$ cat src/rtl/csd_pkg.sv
package csd_pkg;

  typedef struct packed {
    logic       out_lvl;
    logic       ftest;
    logic       speed_up;
    logic [4:0] mag;
  } ctrl_t;

  localparam ctrl_t CTRL_RESET = '{out_lvl: 1'b1, ftest: 1'b0, speed_up: 1'b0, mag: 5'd0};

  // Position lies inside the altered window of the cycle (first 2N minutes).
  function automatic logic in_window(int unsigned pos, logic [4:0] mag);
    return pos < (32'(mag) << 1);
  endfunction

  // Final value of the upper stage; a shortened second drops one prescaler period.
  function automatic int unsigned last_hi(int unsigned hi_mod, logic shorten);
    return shorten ? hi_mod - 2 : hi_mod - 1;
  endfunction

endpackage

$ cat src/rtl/csd_cycle_seq.sv
module csd_cycle_seq
  import csd_pkg::*;
#(
  parameter int unsigned CYC_MIN = 64,
  parameter int unsigned POS_W   = $clog2(CYC_MIN)
) (
  input  logic             clk,
  input  logic             rst_n,
  input  logic             minute_pulse,
  input  logic [4:0]       mag,
  input  logic             speed_up,
  input  logic             consume,
  output logic [POS_W-1:0] cyc_pos,
  output logic             adj_pending,
  output logic             pend_pos
);

  logic [POS_W-1:0] pos_nxt;
  logic             arm;

  always_comb begin
    pos_nxt = (cyc_pos == POS_W'(CYC_MIN - 1)) ? '0 : cyc_pos + 1'b1;
    arm     = minute_pulse && in_window(32'(pos_nxt), mag);
  end

  always_ff @(posedge clk) begin
    if (!rst_n) begin
      cyc_pos     <= '0;
      adj_pending <= 1'b0;
      pend_pos    <= 1'b0;
    end else begin
      if (minute_pulse) cyc_pos <= pos_nxt;
      if (arm) begin
        adj_pending <= 1'b1;
        pend_pos    <= speed_up;
      end else if (consume) begin
        adj_pending <= 1'b0;
      end
    end
  end

endmodule

$ cat src/rtl/csd_sec_count.sv
module csd_sec_count
  import csd_pkg::*;
#(
  parameter int unsigned OSC_HZ = 32768,
  parameter int unsigned STAGE  = 256
) (
  input  logic clk,
  input  logic rst_n,
  input  logic osc_en,
  input  logic adj_pending,
  input  logic pend_pos,
  output logic sec_end,
  output logic sec_tick,
  output logic adj_active,
  output logic adj_pos,
  output logic blanking
);

  localparam int unsigned HI_MOD = OSC_HZ / STAGE;
  localparam int unsigned BLANK  = STAGE / 2;
  localparam int unsigned PW     = $clog2(STAGE);
  localparam int unsigned HW     = $clog2(HI_MOD);
  localparam int unsigned BW     = $clog2(BLANK);

  logic [PW-1:0] pre;
  logic [HW-1:0] hi;
  logic [BW-1:0] blk;
  logic          blk_done;
  logic          pre_end;
  logic          hi_end;

  always_comb begin
    pre_end  = (pre == PW'(STAGE - 1));
    hi_end   = (hi == HW'(last_hi(HI_MOD, adj_active && adj_pos)));
    blanking = adj_active && !adj_pos && !blk_done;
    sec_end  = osc_en && !blanking && pre_end && hi_end;
  end

  always_ff @(posedge clk) begin
    if (!rst_n) begin
      pre        <= '0;
      hi         <= '0;
      blk        <= '0;
      blk_done   <= 1'b0;
      adj_active <= 1'b0;
      adj_pos    <= 1'b0;
      sec_tick   <= 1'b0;
    end else begin
      sec_tick <= sec_end;
      if (osc_en) begin
        if (blanking) begin
          if (blk == BW'(BLANK - 1)) begin
            blk      <= '0;
            blk_done <= 1'b1;
          end else begin
            blk <= blk + 1'b1;
          end
        end else begin
          pre <= pre_end ? '0 : pre + 1'b1;
          if (pre_end) hi <= hi_end ? '0 : hi + 1'b1;
        end
      end
      if (sec_end) begin
        adj_active <= adj_pending;
        adj_pos    <= pend_pos;
        blk_done   <= 1'b0;
      end
    end
  end

endmodule

$ cat src/rtl/csd_test_pin.sv
module csd_test_pin #(
  parameter int unsigned OSC_HZ  = 32768,
  parameter int unsigned TEST_HZ = 512
) (
  input  logic clk,
  input  logic rst_n,
  input  logic osc_en,
  input  logic ftest,
  input  logic out_lvl,
  output logic tog,
  output logic pin_low_en
);

  localparam int unsigned HALF = OSC_HZ / (2 * TEST_HZ);
  localparam int unsigned TW   = $clog2(HALF);

  logic [TW-1:0] cnt;

  always_ff @(posedge clk) begin
    if (!rst_n) begin
      cnt <= '0;
      tog <= 1'b1;
    end else if (osc_en) begin
      if (cnt == TW'(HALF - 1)) begin
        cnt <= '0;
        tog <= ~tog;
      end else begin
        cnt <= cnt + 1'b1;
      end
    end
  end

  assign pin_low_en = ftest ? ~tog : ~out_lvl;

endmodule

$ cat src/rtl/cal_sec_divider.sv
module cal_sec_divider
  import csd_pkg::*;
#(
  parameter int unsigned OSC_HZ  = 32768,
  parameter int unsigned STAGE   = 256,
  parameter int unsigned TEST_HZ = 512,
  parameter int unsigned CYC_MIN = 64
) (
  input  logic       clk,
  input  logic       rst_n,
  input  logic       osc_en,
  input  logic       ctrl_we,
  input  logic [7:0] ctrl_wdata,
  input  logic       minute_pulse,
  output logic       sec_tick,
  output logic       pin_low_en
);

  localparam int unsigned POS_W = $clog2(CYC_MIN);

  ctrl_t            ctrl_q;
  logic [POS_W-1:0] cyc_pos;
  logic             adj_pending;
  logic             pend_pos;
  logic             sec_end;
  logic             adj_active;
  logic             adj_pos;
  logic             blanking;
  logic             tog;

  always_ff @(posedge clk) begin
    if (!rst_n)       ctrl_q <= CTRL_RESET;
    else if (ctrl_we) ctrl_q <= ctrl_t'(ctrl_wdata);
  end

  csd_cycle_seq #(.CYC_MIN(CYC_MIN), .POS_W(POS_W)) u_seq (
    .clk         (clk),
    .rst_n       (rst_n),
    .minute_pulse(minute_pulse),
    .mag         (ctrl_q.mag),
    .speed_up    (ctrl_q.speed_up),
    .consume     (sec_end),
    .cyc_pos     (cyc_pos),
    .adj_pending (adj_pending),
    .pend_pos    (pend_pos)
  );

  csd_sec_count #(.OSC_HZ(OSC_HZ), .STAGE(STAGE)) u_cnt (
    .clk        (clk),
    .rst_n      (rst_n),
    .osc_en     (osc_en),
    .adj_pending(adj_pending),
    .pend_pos   (pend_pos),
    .sec_end    (sec_end),
    .sec_tick   (sec_tick),
    .adj_active (adj_active),
    .adj_pos    (adj_pos),
    .blanking   (blanking)
  );

  csd_test_pin #(.OSC_HZ(OSC_HZ), .TEST_HZ(TEST_HZ)) u_pin (
    .clk       (clk),
    .rst_n     (rst_n),
    .osc_en    (osc_en),
    .ftest     (ctrl_q.ftest),
    .out_lvl   (ctrl_q.out_lvl),
    .tog       (tog),
    .pin_low_en(pin_low_en)
  );

endmodule

$ cat config.mk
export PLATFORM = sky130hd
export DESIGN_NAME = cal_sec_divider
export DESIGN_NICKNAME = d
export VERILOG_FILES = /design/src/rtl/csd_pkg.sv /design/src/rtl/csd_cycle_seq.sv /design/src/rtl/csd_sec_count.sv /design/src/rtl/csd_test_pin.sv /design/src/rtl/cal_sec_divider.sv
export SDC_FILE = /design/constraint.sdc
export NUM_CORES = 1
export LEC_CHECK = 0
export ABC_AREA = 1
export BUFFER_PORTS_ARGS = -buffer_cell sky130_fd_sc_hd__buf_2
export CAP_MARGIN = 20
export CORE_ASPECT_RATIO = 2
export CORE_UTILIZATION = 50
export CTS_CLUSTER_SIZE = 30
export DETAILED_ROUTE_END_ITERATION = 6
export HOLD_SLACK_MARGIN = 0.06
export PLACE_DENSITY = 0.77
export SYNTH_ARGS = -nofsm -noshare
export SYNTH_HDL_FRONTEND = slang
export SYNTH_HIERARCHICAL = 1
export SYNTH_SLANG_ARGS = --single-unit
$ cat constraint.sdc
create_clock -name clk -period 1.9 [get_ports clk]
set_input_delay 0.19 -clock clk [delete_from_list [all_inputs] [get_ports clk]]
set_output_delay 0.19 -clock clk [all_outputs]
set_load 0.005 [all_outputs]
Word level (Yosys, flattened, before mapping)
Index checks and enable logic that the tools add are counted.
{"block": "word_totals", "ff_bits": 48, "latch_bits": 0, "mem_bits_rw": 0, "romBits": 0, "output_inout_bits": 2, "mem_count": 0}
{"block": "op_classes", "addsub": 5, "multipliers": 0, "div": 0, "n_lt_le_gt_ge": 1, "eq_ne": 5, "shifts": 0, "mux": 9, "n_bitwise": 4, "n_reduce_logical": 17}
{"operator": "adder 7 x 1 -> 7 bit, second input constant", "count": 2}
{"operator": "2-to-1 mux 7 bit", "count": 2}
{"operator": "adder 8 x 1 -> 8 bit, second input constant", "count": 1}
{"operator": "equality test 8 bit, second input constant", "count": 1}
{"operator": "2-to-1 mux 8 bit", "count": 1}
{"operator": "equality test 7 bit", "count": 1}
{"operator": "equality test 7 bit, second input constant", "count": 1}
{"operator": "logical AND 1 bit", "count": 7}
{"operator": "adder 6 x 1 -> 6 bit, second input constant", "count": 1}
{"operator": "equality test 6 bit, second input constant", "count": 1}
{"operator": "less-than comparator 6 bit", "count": 1}
{"operator": "2-to-1 mux 6 bit", "count": 1}
{"operator": "AND reduction 2 bit", "count": 3}
{"operator": "AND reduction 3 bit", "count": 2}
{"operator": "adder 5 x 1 -> 5 bit, second input constant", "count": 1}
{"operator": "equality test 5 bit, second input constant", "count": 1}
{"operator": "2-to-1 mux 5 bit", "count": 1}
{"operator": "2-to-1 mux 1 bit", "count": 4}
{"operator": "inverter 1 bit", "count": 4}
{"operator": "zero test 1 bit", "count": 3}
{"operator": "nonzero test 2 bit", "count": 1}
{"operator": "OR reduction 2 bit", "count": 1}

Longest topological paths before layout
Gate-level depths: netlist (run 1).
{"block": "depth", "ltp_word": 9, "ltp_mapped": 15, "mapped_depth_nobuf": 15}

Hierarchy
Netlist (run 1), hierarchy kept.
{"module": "csd_sec_count", "n_inst": 1, "cells_each": 190, "area_per_inst_um2": 1357.6, "seq_area_each_um2": 520.5}
{"module": "csd_cycle_seq", "n_inst": 1, "cells_each": 82, "area_per_inst_um2": 550.5, "seq_area_each_um2": 160.2}
{"module": "cal_sec_divider", "n_inst": 1, "cells_each": 50, "area_per_inst_um2": 340.3, "seq_area_each_um2": 160.2}
{"module": "csd_test_pin", "n_inst": 1, "cells_each": 37, "area_per_inst_um2": 276.5, "seq_area_each_um2": 120.1}

Worst setup path before layout (run 1)
No wires, ideal clock.
{"block": "synth_path", "kind": "reg2reg", "start": "reg u_seq.cyc_pos[0]", "end": "reg u_seq.pend_pos", "arrival_time_ns": 1.808, "required_ns": 1.785, "setup_slack_ns": -0.023, "path_stages_with_launch": 15, "path_buffers": 0, "cell_sequence": "dfxtp_1 ha_1 nand3_2 nor2_1 nor2_1 a21oi_2 inv_1 ha_1 nand2_1 inv_1 nand2_1 nor2_1 nor2_2 a21oi_1 nor2_1"}
{"block": "synth_via", "elab_chain_len": 4, "elab_cells_between_ends": 5, "classes_between": "1 x add/sub; 1 x order compare; 1 x eq/ne; 1 x mux; 1 x reduce/logical"}
{"item": "start, declared", "line_no": "csd_cycle_seq.sv:13", "source": "output logic [POS_W-1:0] cyc_pos,"}
{"item": "start signal, assigned", "line_no": "csd_cycle_seq.sv:32", "source": "if (minute_pulse) cyc_pos <= pos_nxt;"}
{"item": "adder 6 x 1 -> 6 bit / equality test 6 bit (equally long branches)", "line_no": "csd_cycle_seq.sv:22", "source": "pos_nxt = (cyc_pos == POS_W'(CYC_MIN - 1)) ? '0 : cyc_pos + 1'b1;"}
{"item": "2-to-1 mux 6 bit (*)", "line_no": "csd_cycle_seq.sv:22"}
{"item": "via u_seq.pos_nxt[5]", "line_no": "csd_cycle_seq.sv:18", "source": "logic [POS_W-1:0] pos_nxt;"}
{"item": "less-than comparator 6 bit (*)", "line_no": "csd_pkg.sv:14", "source": "return pos < (32'(mag) << 1);"}
{"item": "logical AND 1 bit (*)", "line_no": "csd_cycle_seq.sv:23", "source": "arm = minute_pulse && in_window(32'(pos_nxt), mag);"}
{"item": "end signal, assigned", "line_no": "csd_cycle_seq.sv:35", "source": "pend_pos <= speed_up;"}
{"item": "end, declared", "line_no": "csd_cycle_seq.sv:15", "source": "output logic pend_pos"}
The timed path passes the listed nets; every way through them passes the cells marked *.
A chain may end at the register's enable or synchronous reset.

Worst setup path after layout (run 1)
Ends and elaborated chain as after synthesis.

==> flow_metrics.py, run 1 <==
metrics = {
    "floorplanning": {
        "die_width_um": 52.2,
        "start_util": 0.518,
        "core_area_um2": 4860,
        "die_y_um": 102,
        "rows": 36,
        "die_area_um2": 5350,
        "num_io_pins": 15,
    },
    "cells_and_area": {
        "n_fill_cell": 459,
        "drive_gt1_frac": 0.194,
        "flow.area_growth_from_synthesis_pct": 13.1,
        "final_nets": 403,
        "layout.cells.most_common_list": "nand2_1, nor2_1, dfxtp_1",
        "mostFrequentLayoutCell": "nand2_1",
        "multiInputGateArea_um2": 1400,
        "num_antenna_cells": 0,
        "area.sequential_um2": 972,
    },
    "place": {
        "preCtsSetupSlack_ns": -0.0612,
        "buffer_ports.inserted": 14,
        "place_congestion": 0.815,
        "place.detailed.hpwl_mm": 3.61,
    },
    "power_and_ir_drop": {
        "vdd_drop_max_uv": 753,
        "power_mw": 1.93,
        "leakagePower_nw": 1.26,
        "p_per_area_nw_per_um2": 675,
    },
    "routing": {
        "finalWirelength_mm": 4.93,
        "drtAntennaViolNets": 0,
        "dr.pass1.iters": 4,
        "remaining_drc_errors": 0,
        "vias": 2231,
        "viasPerCell": 5.09,
        "starting_drt_drc_count": 52,
        "wl_per_cell_um": 11.3,
    },
    "global_route": {
        "grt_max_degree": 17,
        "globalRouteTotalUtil": 0.208,
        "gr_ovfl_total": 0,
        "first_global_vias": 2106,
        "grt_first_pass_wirelength_mm": 8.39,
        "antenna_found_initial": 0,
    },
    "setup_path": {
        "capture_point_of_the_worst_reg_to_reg_path": "u_seq/pend_pos$_SDFFE_PN0P_",
        "rr_worst_depth": 15,
        "worstSetupPathType": "register to register",
        "reg2reg_launch_point": "u_seq/cyc_pos[0]$_SDFFE_PN0P_",
        "cp.required_ns": 2.10,
        "arrival_worst_endpoint_ns": 2.10,
        "endpoint_kind": "register",
        "critPathMaxFanout": 3,
        "critical_path.startpoint_type": "register",
        "r2r_setup_slack_ns": 0.003,
    },
    "sta": {
        "fmax_ghz": 0.527,
        "maxSlewViolCount": 0,
        "setup_viol": 0,
        "holdWs_ns": 0.0961,
        "worst_clock_skew_ns": 0.00502,
        "timing.final.crit_period_ns": 1.90,
        "timing_hold_violations_final": 0,
        "final_min_period_over_clock_period": 0.999,
        "final.setup.worst_slack_ns": 0.00276,
        "grt_setup_unrepaired": "true",
        "relSlewSlack": 0.680,
        "max_slew.worst_pin.slew_ns": 0.480,
    },
    "min_path": {
        "timing.hold.worst_path_depth": 3,
        "min-delay-path-class": "input port to register",
        "timing.hold.worst_endpoint": "ctrl_q[7]$_SDFFE_PN1P_",
        "timing.hold.worst.start": "ctrl_wdata[7]",
    },
    "clock_network": {
        "clkTransAtPathRegs_ns": 0.09,
        "clock_insertion_delay_worst_skew_ns": 0.30,
        "tritoncts_num_sinks": 48,
        "cts_tree": "done",
        "root_buffer": "clkbuf_8",
        "tritoncts.num_buffers": 5,
        "cts_max_path_buffers": 2,
        "htree_levels": 2,
    },
    "logic_synthesis": {
        "ys.warnings.count": 6,
        "net_count_synth": 381,
        "post_synth_inst_count": 358,
        "synth_area_um2": 2520,
        "syn_avg_cell_area_um2": 7.04,
    },
    "job": {
        "maxCapViolations": 0,
    },
    "status": {
        "status": "finished, final reports clean",
    },
}
## report_power, final
| part | total, mW | internal (mW) | leakage [nW] | switching [mW] |
|---|---|---|---|---|
| Sequential | 1.07 | 1.04 | 0.394 | 0.0281 |
| Combinational | 0.226 | 0.0903 | 0.826 | 0.135 |
| Clock | 0.631 | 0.296 | 0.0445 | 0.334 |
| Total | 1.93 | 1.43 | 1.26 | 0.498 |
## stage by stage
step	utilization	instance area, um2	setup TNS (ns)	instances
after global routing	0.586	2850	-0.148	438
after global placement	0.549	2670	-0.00425	429
final	0.586	2850	0	438
after detailed placement	0.549	2670	-0.0816	429
after CTS	0.576	2800	0	438
after floorplan	-	2530	0	358
## worst max-delay path: stages, from the launching register on
cell and delay [ns]:
dfxtp_4 0.36, ha_4 0.17, nand3_4 0.07, buf_4 0.13
nand2_1 0.05, nand2_1 0.10, inv_1 0.05, ha_1 0.27
nand2_2 0.09, inv_2 0.04, nand2_1 0.05, nor2_1 0.05
nor2_2 0.16, nand3_1 0.10, nand2_1 0.06, nor2_1 0.04
## final cells by class
class | count | share of cell area
multi-input combinational | 252 | 0.489
sequential | 48 | 0.341
inverter | 52 | 0.0685
timing repair buffer | 21 | 0.0430
clock buffer | 7 | 0.0303
tap | 57 | 0.0250
clock inverter | 1 | 0.00263
## flip-flops by register name (all words and copies together) (netlist names)
signal / flops
ctrl_q: 8
u_cnt/pre: 8
u_cnt/blk: 7
u_cnt/hi: 7
u_seq/cyc_pos: 6
u_pin/cnt: 5
u_cnt/adj_active: 1
u_cnt/adj_pos: 1
u_cnt/blk_done: 1
u_cnt/sec_tick: 1
u_pin/tog: 1
u_seq/adj_pending: 1
u_seq/pend_pos: 1
## routing by layer
metal  vias to the layer above  global-route usage  wire length (um)
met4                         0              0.0972               156
li1                       1162                   -                 -
met2                        30               0.406              2770
met3                        11              0.0342               105
met1                      1028               0.198              1900
met5                         -                   0                 0
## worst max-delay path by stage
stage / slack (ns) / from / end
2_1_floorplan: 0.002 / u_seq/cyc_pos[0]$_SDFFE_PN0P_ / u_seq/pend_pos$_SDFFE_PN0P_
3_3_place_gp: -0.004 / u_seq/cyc_pos[0]$_SDFFE_PN0P_ / u_seq/pend_pos$_SDFFE_PN0P_
3_5_place_dp: -0.06 / u_seq/cyc_pos[0]$_SDFFE_PN0P_ / u_seq/pend_pos$_SDFFE_PN0P_
4_1_cts: 0.002 / u_seq/cyc_pos[0]$_SDFFE_PN0P_ / u_seq/pend_pos$_SDFFE_PN0P_
5_1_grt: -0.08 / u_seq/cyc_pos[1]$_SDFFE_PN0P_ / u_seq/pend_pos$_SDFFE_PN0P_
6_report: 0.003 / u_seq/cyc_pos[0]$_SDFFE_PN0P_ / u_seq/pend_pos$_SDFFE_PN0P_
## repair_timing
item / 4_1_cts / 5_1_grt
pin swaps: 6 / 14
hold buffers: 0 / 0
setup endpoints to repair: 2 / 2
setup buffers: 1 / 0
gates resized for setup: 6 / 14
Note: power is estimated with default switching activity, not from simulation.
==> run 2, diff against run 1 <==
--- a/config.mk
+++ b/config.mk
@@ -13,7 +13,7 @@
 export CTS_CLUSTER_SIZE = 30
 export DETAILED_ROUTE_END_ITERATION = 6
 export HOLD_SLACK_MARGIN = 0.06
-export PLACE_DENSITY = 0.77
+export PLACE_DENSITY = 0.8
 export SYNTH_ARGS = -nofsm -noshare
 export SYNTH_HDL_FRONTEND = slang
 export SYNTH_HIERARCHICAL = 1
==> flow_metrics.py, run 2 (same netlist as run 1, synthesis figures left out) <==
metrics = {
    "setup_path": {
        "worst-path-buf-inv": 2,
        "worst_path_max_delay_cell": "dfxtp_4",
        "cp.required_ns": 2.11,
        "capture_point_of_the_worst_reg_to_reg_path": "u_seq/pend_pos$_SDFFE_PN0P_",
        "cpLargestDelayFamily": "simple AND/OR/NAND/NOR gates",
        "rr_worst_depth": 14,
        "r2r_setup_slack_ns": -0.12,
        "reg2reg_launch_point": "u_seq/cyc_pos[0]$_SDFFE_PN0P_",
        "cpPeakStageDelay_ns": 0.37,
        "worstSetupPathType": "register to register",
        "arrival_worst_endpoint_ns": 2.23,
        "critPathMaxFanout": 4,
        "endpoint_kind": "register",
        "crit_chain": "ha_4 -> nand3_4 -> nor2_4 -> nor2_2 -> a21oi_2 -> inv_1 -> ha_4 -> nand2_2 -> inv_1 -> nand2_1 -> nor2_2 -> nor2_4 -> a21oi_2 -> nor2_1",
        "critical_path.startpoint_type": "register",
    },
    "cells_and_area": {
        "largestRegisters": "ctrl_q: 8 flops, u_cnt/pre: 8 flops",
        "non_filler_instance_count_after_layout": 441,
        "n_fill_cell": 462,
        "final_nets": 406,
        "flow.area_growth_from_synthesis_pct": 14.7,
        "design_area_um2": 2890,
        "layout.cells.most_common_list": "nand2_1, nor2_1, inv_1",
        "num_antenna_cells": 0,
        "mostFrequentLayoutCell": "nand2_1",
        "drive_gt1_frac": 0.208,
    },
    "global_route": {
        "first_global_vias": 2095,
        "grt_max_degree": 18,
        "grt_first_pass_wirelength_mm": 8.17,
        "gr_ovfl_total": 0,
        "antenna_found_initial": 0,
        "globalRouteTotalUtil": 0.205,
    },
    "sta": {
        "worst_clock_skew_ns": 0.00876,
        "fmax_ghz": 0.495,
        "max_slew.worst_pin.slew_ns": 0.458,
        "setup_total_negative_slack_ns": -0.164,
        "timing_hold_violations_final": 0,
        "grt_setup_unrepaired": "true",
        "final.setup.worst_slack_ns": -0.119,
        "relSlewSlack": 0.694,
        "timing.final.crit_period_ns": 2.02,
        "final_min_period_over_clock_period": 1.06,
        "maxSlewViolCount": 0,
        "setup_viol": 2,
    },
    "routing": {
        "starting_drt_drc_count": 48,
        "remaining_drc_errors": 0,
        "viasPerCell": 5.02,
        "finalWirelength_mm": 4.90,
        "dr.pass1.iters": 6,
        "drtAntennaViolNets": 0,
        "wl_per_cell_um": 11.1,
        "vias": 2213,
    },
    "place": {
        "dpl-instance-area_um2": 2660,
        "place.detailed.instances": 427,
        "preCtsSetupSlack_ns": -0.143,
        "place.detailed.hpwl_mm": 3.56,
        "place_congestion": 0.815,
        "buffer_ports.inserted": 14,
    },
    "floorplanning": {
        "core_area_um2": 4860,
        "start_util": 0.518,
        "rows": 36,
        "die_area_um2": 5350,
        "num_io_pins": 15,
        "die_y_um": 102,
        "die_width_um": 52.2,
    },
    "power_and_ir_drop": {
        "power_frac_clock": 0.316,
        "vdd_drop_max_uv": 713,
        "p_per_area_nw_per_um2": 661,
        "intPower_mw": 1.40,
        "combPwrFrac": 0.124,
        "seqPwrFrac": 0.560,
        "power.net_switching_uw": 515,
        "leakagePower_nw": 1.29,
        "power_mw": 1.91,
        "swShare": 0.270,
    },
    "min_path": {
        "min-delay-path-class": "input port to register",
        "timing.hold.worst_endpoint": "ctrl_q[7]$_SDFFE_PN1P_",
        "timing.hold.worst_path_depth": 3,
        "timing.hold.worst.start": "ctrl_wdata[7]",
    },
    "clock_network": {
        "clock_insertion_delay_worst_skew_ns": 0.31,
        "root_buffer": "clkbuf_8",
        "cts_tree": "done",
        "htree_levels": 2,
        "cts_max_path_buffers": 2,
        "tritoncts.num_buffers": 5,
        "clkTransAtPathRegs_ns": 0.09,
        "tritoncts_num_sinks": 48,
    },
    "status": {
        "status": "complete, but fails checks",
        "failed_checks": "negative setup slack",
    },
    "job": {
        "maxCapViolations": 0,
    },
}
[run 2: cell types whose count changed in the layout (fill, tap and decap cells not counted), moves of 2 or more]
cell and change:
nand2_2 +3, clkinv_2 +2, nand2_1 -3, dfxtp_4 -2, inv_2 -3, inv_1 +3
dfxtp_2 +2, buf_4 +2
[run 2: metrics by stage]
step,util,hold slack [ns]
after global routing,0.595,0.0989
after global placement,0.546,0.404
after CTS,0.576,0.0893
after floorplan,-,0.275
final,0.595,0.0956
after detailed placement,0.546,0.419
[run 2: repair_timing]
item	4_1_cts	5_1_grt
hold buffers	0	0
gates resized for setup	8	15
setup endpoints to repair	2	2
pin swaps	2	8
setup buffers	3	3
[run 2: power groups by stage]
stage / combinational, mW / clock (mW) / sequential, mW
finish: 0.237 / 0.603 / 1.07
global route: 0.268 / 0.658 / 1.08
CTS: 0.208 / 0.629 / 1.07
detailed placement: 0.200 / 0 / 1.09
global placement: 0.191 / 0 / 1.09
floorplan: 0.144 / 0 / 1.09
[run 2: worst min-delay path, cell delays in order]
cell	delay [ns]
buf_2	0.08
nand2_1	0.04
nand3_1	0.07
[run 2: routing by layer]
layer  track usage  vias up  routed length [um]
met5             0        -                   0
met4         0.121        0                 175
met3        0.0313       14                  86
met2         0.410       29                2810
met1         0.176     1005                1820
li1              -     1165                   -
[run 2: cell type report]
type                            count  area (um2)  area share
Clock buffer                        5        68.8      0.0238
Clock inverter                      3        18.8     0.00649
Inverter                           52         195      0.0675
Multi-Input combinational cell    252        1420       0.492
Sequential cell                    48         967       0.334
Tap cell                           57        71.3      0.0247
Timing Repair Buffer               24         149      0.0515
[run 2: how the worst max path moves through the flow]
stage	startpoint	to	slack [ns]	depth (start not counted)
5_1_grt	u_seq/cyc_pos[0]$_SDFFE_PN0P_	u_seq/pend_pos$_SDFFE_PN0P_	-0.25	14
3_3_place_gp	u_seq/cyc_pos[1]$_SDFFE_PN0P_	u_seq/pend_pos$_SDFFE_PN0P_	-0.04	15
3_5_place_dp	u_seq/cyc_pos[0]$_SDFFE_PN0P_	u_seq/pend_pos$_SDFFE_PN0P_	-0.14	14
4_1_cts	u_seq/cyc_pos[0]$_SDFFE_PN0P_	u_seq/pend_pos$_SDFFE_PN0P_	-0.05	15
6_report	u_seq/cyc_pos[0]$_SDFFE_PN0P_	u_seq/pend_pos$_SDFFE_PN0P_	-0.12	14
2_1_floorplan	u_seq/cyc_pos[0]$_SDFFE_PN0P_	u_seq/pend_pos$_SDFFE_PN0P_	0.002	14
==> run 3, diff against run 2 <==
--- a/config.mk
+++ b/config.mk
@@ -13,7 +13,7 @@
 export CTS_CLUSTER_SIZE = 30
 export DETAILED_ROUTE_END_ITERATION = 6
 export HOLD_SLACK_MARGIN = 0.06
-export PLACE_DENSITY = 0.8
+export PLACE_DENSITY = 0.78
 export SYNTH_ARGS = -nofsm -noshare
 export SYNTH_HDL_FRONTEND = slang
 export SYNTH_HIERARCHICAL = 1
==> constraint.sdc (replaced) <==
create_clock -name clk -period 2.5 [get_ports clk]
set_input_delay 0.25 -clock clk [delete_from_list [all_inputs] [get_ports clk]]
set_output_delay 0.25 -clock clk [all_outputs]
set_load 0.005 [all_outputs]
==> flow_metrics.py, run 3 (same netlist as run 1, synthesis figures left out) <==
metrics = {
    "min_path": {
        "timing.hold.worst.start": "ctrl_wdata[7]",
        "timing.hold.worst_path_depth": 3,
        "timing.hold.worst_endpoint": "ctrl_q[7]$_SDFFE_PN1P_",
        "min-delay-path-class": "input port to register",
    },
    "place": {
        "place.detailed.instances": 424,
        "place.detailed.hpwl_mm": 3.61,
        "place_congestion": 0.779,
        "dpl-instance-area_um2": 2630,
        "buffer_ports.inserted": 14,
    },
    "clock_network": {
        "root_buffer": "clkbuf_8",
        "clock_insertion_delay_worst_skew_ns": 0.30,
        "cts_max_path_buffers": 2,
        "cts_tree": "done",
        "tritoncts_num_sinks": 48,
        "postCtsSetupRepairBufs": 0,
        "htree_levels": 2,
        "tritoncts.num_buffers": 5,
        "post_cts_resized": 0,
        "hold_buffers": 0,
        "clkTransAtPathRegs_ns": 0.09,
    },
    "sta": {
        "fmax_ghz": 0.462,
        "timing.final.crit_period_ns": 2.16,
        "timing_hold_violations_final": 0,
        "worst_clock_skew_ns": 0.00513,
        "maxSlewViolCount": 0,
        "final_min_period_over_clock_period": 0.865,
        "grt_setup_unrepaired": "false",
        "setup_viol": 0,
        "relSlewSlack": 0.688,
        "setup_total_negative_slack_ns": 0,
        "max_slew.worst_pin.slew_ns": 0.467,
    },
    "setup_path": {
        "cp.required_ns": 2.70,
        "critPathMaxFanout": 4,
        "rr_worst_depth": 15,
        "r2r_setup_slack_ns": 0.34,
        "reg2reg_launch_point": "u_seq/cyc_pos[0]$_SDFFE_PN0P_",
        "arrival_worst_endpoint_ns": 2.37,
        "endpoint_kind": "register",
        "critical_path.startpoint_type": "register",
        "capture_point_of_the_worst_reg_to_reg_path": "u_seq/pend_pos$_SDFFE_PN0P_",
        "worstSetupPathType": "register to register",
    },
    "cells_and_area": {
        "largestRegisters": "ctrl_q: 8 flops, u_cnt/pre: 8 flops",
        "drive_gt1_frac": 0.141,
        "final_nets": 397,
        "non_filler_instance_count_after_layout": 432,
        "layout.cells.most_common_list": "nand2_1, nor2_1, dfxtp_1",
        "fin_util": 0.573,
        "design_area_um2": 2790,
        "flow.area_growth_from_synthesis_pct": 10.6,
        "mostFrequentLayoutCell": "nand2_1",
        "num_antenna_cells": 0,
        "n_fill_cell": 473,
    },
    "power_and_ir_drop": {
        "p_per_area_nw_per_um2": 615,
        "leakagePower_nw": 1.27,
        "power_mw": 1.72,
        "vdd_drop_max_uv": 524,
    },
    "floorplanning": {
        "die_y_um": 102,
        "start_util": 0.518,
        "die_width_um": 52.2,
        "num_io_pins": 15,
        "die_area_um2": 5350,
        "core_area_um2": 4860,
        "rows": 36,
    },
    "status": {
        "status": "finished, final reports clean",
    },
    "global_route": {
        "first_global_vias": 2178,
        "grt_first_pass_wirelength_mm": 8.36,
        "gr_ovfl_total": 0,
        "antenna_found_initial": 0,
        "globalRouteTotalUtil": 0.206,
        "grt_max_degree": 22,
    },
    "routing": {
        "finalWirelength_mm": 4.76,
        "vias": 2183,
        "starting_drt_drc_count": 29,
        "dr.pass1.iters": 5,
        "remaining_drc_errors": 0,
        "drtAntennaViolNets": 0,
        "viasPerCell": 5.05,
        "wl_per_cell_um": 11.0,
    },
    "job": {
        "maxCapViolations": 0,
    },
}
[run 3: cell types whose count changed in the layout (fill, tap and decap cells not counted), sizes merged]
cell and delta:
buf -9, bufinv +3, clkinv -3
[run 3: power by group]
part           total, mW  switching (mW)  internal (mW)
Combinational      0.145          0.0897         0.0558
Clock              0.758           0.258          0.500
Sequential         0.812          0.0205          0.792
[run 3: critical path, stage by stage, from the launching register on]
cell,delay (ns)
dfxtp_1,0.38
ha_1,0.21
nand3_2,0.12
nor2_1,0.15
nor2_1,0.07
a21oi_2,0.16
inv_1,0.06
ha_1,0.28
nand2_1,0.07
nand2_1,0.05
nor2_1,0.09
nand2_1,0.07
nor2_2,0.14
nand3_1,0.10
nand2_1,0.07
nor2_1,0.04
[run 3: worst max path at each step]
| stage | start | slack [ns] | endpoint | cells past startpoint |
|---|---|---|---|---|
| 4_1_cts | u_seq/cyc_pos[0]$_SDFFE_PN0P_ | 0.36 | u_seq/pend_pos$_SDFFE_PN0P_ | 15 |
| 6_report | u_seq/cyc_pos[0]$_SDFFE_PN0P_ | 0.34 | u_seq/pend_pos$_SDFFE_PN0P_ | 15 |
| 3_5_place_dp | u_seq/cyc_pos[0]$_SDFFE_PN0P_ | 0.40 | u_seq/pend_pos$_SDFFE_PN0P_ | 15 |
| 3_3_place_gp | u_seq/cyc_pos[0]$_SDFFE_PN0P_ | 0.47 | u_seq/pend_pos$_SDFFE_PN0P_ | 15 |
| 2_1_floorplan | u_seq/cyc_pos[0]$_SDFFE_PN0P_ | 0.58 | u_seq/pend_pos$_SDFFE_PN0P_ | 14 |
| 5_1_grt | u_seq/cyc_pos[0]$_SDFFE_PN0P_ | 0.16 | u_seq/pend_pos$_SDFFE_PN0P_ | 15 |
[run 3: layout make-up]
class,instances,area [um2],area share
clock buffer,5,68.8,0.0247
clock inverter,3,90.1,0.0323
tap,57,71.3,0.0256
timing repair buffer,15,77.6,0.0278
inverter,52,195,0.0700
sequential,48,961,0.345
multi-input combinational,252,1320,0.475
[run 3: per-layer routing]
| layer | share of wire | global-route usage | wire [um] |
|---|---|---|---|
| met5 | 0 | 0 | 0 |
| met4 | 0.020 | 0.121 | 96 |
| met3 | 0.017 | 0.0283 | 83 |
| met2 | 0.59 | 0.416 | 2810 |
| met1 | 0.37 | 0.175 | 1770 |
[run 3: metrics by stage]
stage               setup WS (ns)  hold WS (ns)
finish                      0.337         0.167
global route                0.160         0.170
CTS                         0.358         0.162
detailed placement          0.399         0.458
global placement            0.470         0.437
floorplan                   0.577         0.335
